--- src/rtl/iocs_pkg.sv ---
package iocs_pkg;
   localparam int CTL_W       = 8;
   localparam int BASE_W      = 8;
   localparam int WAIT_W      = 3;
   localparam int CTL_WAIT_LO = 5;
   localparam int CTL_IOSEL   = 4;
   localparam int CTL_EN      = 3;

   typedef enum logic {
      ST_IDLE = 1'b0,
      ST_BUSY = 1'b1
   } bus_st_t;
endpackage

--- src/rtl/iocs_chan_match.sv ---
module iocs_chan_match
   import iocs_pkg::*;
(
   input  logic              en,
   input  logic              iosel,
   input  logic [BASE_W-1:0] base,
   input  logic [BASE_W-1:0] addr_hi,
   output logic              hit
);
   assign hit = en & iosel & (base == addr_hi);
endmodule

--- src/rtl/iocs_prio.sv ---
module iocs_prio #(
   parameter int N = 4
) (
   input  logic [N-1:0] req,
   output logic [N-1:0] gnt,
   output logic         any
);
   always_comb begin
      logic taken;
      taken = 1'b0;
      gnt   = '0;
      for (int i = 0; i < N; i++) begin
         if (req[i] && !taken) begin
            gnt[i] = 1'b1;
            taken  = 1'b1;
         end
      end
      any = taken;
   end
endmodule

--- src/rtl/iocs_wait_ctr.sv ---
module iocs_wait_ctr #(
   parameter int W = 3
) (
   input  logic         clk,
   input  logic         rst_n,
   input  logic         load,
   input  logic [W-1:0] load_val,
   output logic [W-1:0] cnt,
   output logic         zero
);
   always_ff @(posedge clk or negedge rst_n) begin
      if (!rst_n)            cnt <= '0;
      else if (load)         cnt <= load_val;
      else if (cnt != '0)    cnt <= cnt - 1'b1;
   end

   assign zero = (cnt == '0);

   assert_wait_countdown_R7: assert property (@(posedge clk) disable iff (!rst_n)
      (!load && cnt != '0) |=> (cnt == $past(cnt) - 1'b1));
endmodule

--- src/rtl/iocs_decoder.sv ---
module iocs_decoder
   import iocs_pkg::*;
#(
   parameter int          NUM_CH    = 4,
   parameter int          ADDR_W    = 24,
   parameter logic [15:0] PERIPH_LO = 16'h0080,
   parameter logic [15:0] PERIPH_HI = 16'h00FF
) (
   input  logic                     clk,
   input  logic                     rst_n,
   input  logic [ADDR_W-1:0]        addr,
   input  logic                     io_cycle,
   input  logic                     rd_req,
   input  logic                     wr_req,
   input  logic [NUM_CH*CTL_W-1:0]  ctl_flat,
   input  logic [NUM_CH*BASE_W-1:0] base_flat,
   output logic [NUM_CH-1:0]        cs_n,
   output logic                     iorq_n,
   output logic                     rd_n,
   output logic                     wr_n,
   output logic                     stall
);
   localparam int IO_W = 16;

   if (NUM_CH < 1 || NUM_CH > 16) begin : g_bad_nch
      $error("iocs_decoder: NUM_CH must be 1..16");
   end
   if (ADDR_W < IO_W) begin : g_bad_aw
      $error("iocs_decoder: ADDR_W must be at least 16");
   end
   if (PERIPH_LO > PERIPH_HI) begin : g_bad_win
      $error("iocs_decoder: peripheral window is empty");
   end

   logic [NUM_CH-1:0] hit_vec, gnt;
   logic              any_hit;
   logic [IO_W-1:0]   io_addr;
   logic              periph, req_ok, start;
   logic [WAIT_W-1:0] wait_sel, cnt;
   logic              cnt_zero;
   bus_st_t           state;
   logic [NUM_CH-1:0] sel_q;
   logic              rd_q;

   assign io_addr = addr[IO_W-1:0];

   if (ADDR_W > IO_W) begin : g_hi_addr
      logic unused_hi;
      assign unused_hi = ^addr[ADDR_W-1:IO_W];
   end

   for (genvar i = 0; i < NUM_CH; i++) begin : g_ch
      logic [CTL_W-1:0] ctl_i;
      logic             unused_rsv;
      assign ctl_i      = ctl_flat[i*CTL_W +: CTL_W];
      assign unused_rsv = ^ctl_i[CTL_EN-1:0];
      iocs_chan_match u_match (
         .en      (ctl_i[CTL_EN]),
         .iosel   (ctl_i[CTL_IOSEL]),
         .base    (base_flat[i*BASE_W +: BASE_W]),
         .addr_hi (io_addr[15:8]),
         .hit     (hit_vec[i])
      );
   end

   iocs_prio #(.N(NUM_CH)) u_prio (
      .req (hit_vec),
      .gnt (gnt),
      .any (any_hit)
   );

   always_comb begin
      wait_sel = '0;
      for (int i = 0; i < NUM_CH; i++)
         if (gnt[i]) wait_sel |= ctl_flat[i*CTL_W + CTL_WAIT_LO +: WAIT_W];
   end

   assign periph = (io_addr >= PERIPH_LO) && (io_addr <= PERIPH_HI);
   assign req_ok = io_cycle && (rd_req || wr_req) && !periph;
   assign start  = (state == ST_IDLE) && req_ok && any_hit;

   iocs_wait_ctr #(.W(WAIT_W)) u_wait (
      .clk      (clk),
      .rst_n    (rst_n),
      .load     (start),
      .load_val (wait_sel),
      .cnt      (cnt),
      .zero     (cnt_zero)
   );

   always_ff @(posedge clk or negedge rst_n) begin
      if (!rst_n) begin
         state <= ST_IDLE;
         sel_q <= '0;
         rd_q  <= 1'b0;
      end else if (state == ST_IDLE) begin
         if (start) begin
            state <= ST_BUSY;
            sel_q <= gnt;
            rd_q  <= rd_req;
         end
      end else if (cnt_zero) begin
         state <= ST_IDLE;
         sel_q <= '0;
      end
   end

   assign cs_n   = ~sel_q;
   assign iorq_n = (state != ST_BUSY);
   assign rd_n   = !((state == ST_BUSY) && rd_q);
   assign wr_n   = !((state == ST_BUSY) && !rd_q);
   assign stall  = (state == ST_BUSY) && !cnt_zero;

   assert_io_only_R1: assert property (@(posedge clk) disable iff (!rst_n)
      (state == ST_IDLE && !io_cycle) |=> (&cs_n));
   assert_single_cs_R3: assert property (@(posedge clk) disable iff (!rst_n)
      $onehot0(~cs_n));
   assert_periph_excl_R5: assert property (@(posedge clk) disable iff (!rst_n)
      (state == ST_IDLE && periph) |=> (&cs_n));
   assert_strobe_pair_R6: assert property (@(posedge clk) disable iff (!rst_n)
      ((&cs_n) == iorq_n) && (iorq_n || (rd_n != wr_n)));
   assert_stall_inside_R7: assert property (@(posedge clk) disable iff (!rst_n)
      stall |-> !iorq_n);
   assert_release_R9: assert property (@(posedge clk) disable iff (!rst_n)
      (!iorq_n && !stall) |=> (iorq_n && (&cs_n) && rd_n && wr_n));
   assert_hold_R10: assert property (@(posedge clk) disable iff (!rst_n)
      (!iorq_n && stall) |=> (!iorq_n && $stable(cs_n) && $stable(rd_n)));
endmodule

--- config.mk ---
export PLATFORM = sky130hd
export DESIGN_NAME = iocs_decoder
export DESIGN_NICKNAME = d
export VERILOG_FILES = /design/src/rtl/iocs_pkg.sv /design/src/rtl/iocs_chan_match.sv /design/src/rtl/iocs_prio.sv /design/src/rtl/iocs_wait_ctr.sv /design/src/rtl/iocs_decoder.sv
export SDC_FILE = /design/constraint.sdc
export NUM_CORES = 1
export LEC_CHECK = 0
export BUFFER_PORTS_ARGS = -buffer_cell sky130_fd_sc_hd__buf_2
export CORE_ASPECT_RATIO = 0.7
export CORE_MARGIN = 1
export CORE_UTILIZATION = 40
export CTS_CLUSTER_SIZE = 25
export DETAILED_ROUTE_END_ITERATION = 16
export MAX_ROUTING_LAYER = met4
export PLACE_DENSITY = 0.87
export SLEW_MARGIN = 5
export SYNTH_ARGS = -nofsm -noshare
export SYNTH_HDL_FRONTEND = slang
export SYNTH_SLANG_ARGS = --single-unit
--- constraint.sdc ---
create_clock -name clk -period 3.78 [get_ports clk]
set_input_delay 0.378 -clock clk [delete_from_list [all_inputs] [get_ports clk]]
set_output_delay 0.378 -clock clk [all_outputs]
set_load 0.005 [all_outputs]
==> run metrics <==
RSZ-0062 raised after global routing no; MaxCap Viol Count 0; number of port buffers 73; Sink Count 9; Critical Path End Type flop; row count 15; top_reg_cell synth dfrtp_1; # hold bufs at CTS 1; final cell count without fillers 237; DP Wirelength 2460 um; Worst Hold Class input port to flop; Die ar. 0.00298 mm^2; CP cell instances buf_2 -> xor2_1 -> nor4_1 -> and3_1 -> o41ai_4 -> mux2_2; post-CTS setup buffer count 0; Worst Tran Pin Value 0.768 ns; Yosys cell types 36; placed cell count 232; CTS Buf Count 3; pre-CTS setup slack 1.39 ns; pin count of the biggest net entering global routing 17; Peak Freq 464 MHz; final slew viol count 0; GR Util met3 5.00%; chip width 64.8 um; clk_skew 0.000288 ns; layout cell share with drive strength beyond 1 41.9%; antenna violations before repair 0; Pleak 0.712 nW; register area share after synthesis 20.4%; Initial Util 43.6%; num ports 101; setup TNS 0 ns; Final Core Density 58.8%; Setup Viol. Count Final 0; Vias/cell 4.99; post-route setup slack 1.62 ns; Synth area leaders dfrtp_1 20%, xnor2_1 15%, xor2_1 11%; Core ar. 0.00253 mm^2; Net count, final 299; status finished clean; mapped cell area 0.00110 mm^2; Synth Instances 135; total track usage 21.8%; post-route ant nets 0; fraction of registers with async set or reset after synthesis 100%; met2 Track Usage GR 36.0%; Tot Pwr 0.438 mW; wire length of the first global-routing pass 4760 um; CP max-delay cell o41ai_4; via count 1,183; top cell type's share of synthesized area 20.4%; most area-hungry cell type in the Yosys netlist dfrtp_1; Post-synth EDFFs 0; Routability Congestion 0.920; Slew headroom 48.6%; drt wl/cell 12.5 um; GR Util met1 27.3%; Clock Pin Slew Worst Setup and Hold Paths 0.04 ns; Period Utilization, post-route 57.1%; CTS root buf clkbuf_8; post-synth net total 230; Startpoint Class input port; largest stage delay on the critical path 0.77 ns; synth warn 0; final WL 2960 um; DRC errors left 0; WP data arrival 2.27 ns; CTS tree built; die height 46.0 um; Critical Path RT 3.90 ns; flops & latches, synth 9; GRT overflow 0; grt peak-use layer met2; endpoints failing hold 0; area grow syn2layout 34.8%; worst-path fanout max 16; min cycle time layout 2.16 ns; Antenna diodes 0; CTS H-tree lvls 1; Iter 0 DRT Violations 40; P per Cell Area 294 mW/mm^2; clk_lat worst skew 0.23 ns; drt pass-1 iters 5; clock buffer depth 2; Setup CP Type input port to flop; maximum vdd drop 0.000158 V; syn avg cell area 8.18 um^2; Resized cells post-CTS 0; vias in the first global route 1,126
[logic make-up after synthesis]
kind of cell	share of synthesized area, %
mux	1.93
simple gates	27.3
buf+inv	10.5
compound gates	11.4
fa+ha+maj	2.26
flops	20.4
xor+xnor	26.2
[worst max-delay path: cells and delay by family]
family	cells	cell delay (ns)
AO/OA/AOI/OAI	1	0.77
multiplexers	1	0.41
AND/OR/NAND/NOR	2	0.37
buffers and inverters	1	0.17
XOR/XNOR	1	0.17
[cell usage in the layout (no fill, tap or decap), drive strengths merged, types with 5 or more instances in the layout]
master and count:
and3 5, buf 73, dfrtp 9, inv 10, nand2 12, nand3 9
nor2 7, nor3 5, o21ai 5, xnor2 19, xor2 14
[synthesized netlist by cell type (all sizes together), types with 2 or more instances]
library cell / count
xnor2: 19
xor2: 14
nand2: 12
buf: 10
inv: 10
dfrtp: 9
nand3: 9
nor2: 7
and3: 5
nor3: 5
o21ai: 5
nand4: 3
nor4: 3
a21oi: 2
a31oi: 2
ha: 2
nand2b: 2
o31a: 2
or3: 2
[registers in the layout, indices dropped and copies added, names as in the netlist]
signal and cells:
sel_q 4, u_wait.cnt 3, rd_q 1, state 1
[path summary, 6_finish.rpt]
| path | cells past startpoint | start | slack, ns | end |
|---|---|---|---|---|
| max | 6 | addr[12] | 1.62 | rd_q$_DFFE_PN0P_ |
| min | 2 | rd_req | 0.40 | rd_q$_DFFE_PN0P_ |
| max reg2reg | 6 | u_wait.cnt[0]$_DFFE_PN0P_ | 2.28 | sel_q[0]$_DFFE_PN0P_ |
| min reg2reg | 2 | sel_q[1]$_DFFE_PN0P_ | 0.50 | sel_q[1]$_DFFE_PN0P_ |
| max in group asynchronous | 2 | rst_n | 3.06 | rd_q$_DFFE_PN0P_ |
| min in group asynchronous | 2 | rst_n | 0.53 | sel_q[3]$_DFFE_PN0P_ |
[through the flow]
stage	hold WS [ns]	area, um^2
floorplan	0.0824	1100
global placement	0.237	1430
detailed placement	0.244	1430
CTS	0.404	1490
global route	0.410	1490
finish	0.401	1490
[layer usage]
| metal | wire, um | up-vias |
|---|---|---|
| met5 | 0 | - |
| met2 | 1470 | 48 |
| met3 | 168 | 2 |
| met1 | 1310 | 540 |
| met4 | 4 | 0 |
| li1 | - | 593 |
[area by class of cell]
cell class                 instances  area [um^2]
sequential                         9          225
multi-input combinational        106          763
tap                               34         42.5
fill                             259         1040
clock buffer                       4         45.0
timing repair buffer              74          375
inverter                          10         37.5
[power breakdown]
group	switching [mW]	internal, mW	total, mW
clock network	0.0384	0.0735	0.112
registers	0.0113	0.116	0.127
logic	0.0928	0.106	0.199
Note: power is estimated with default switching activity, not from simulation.
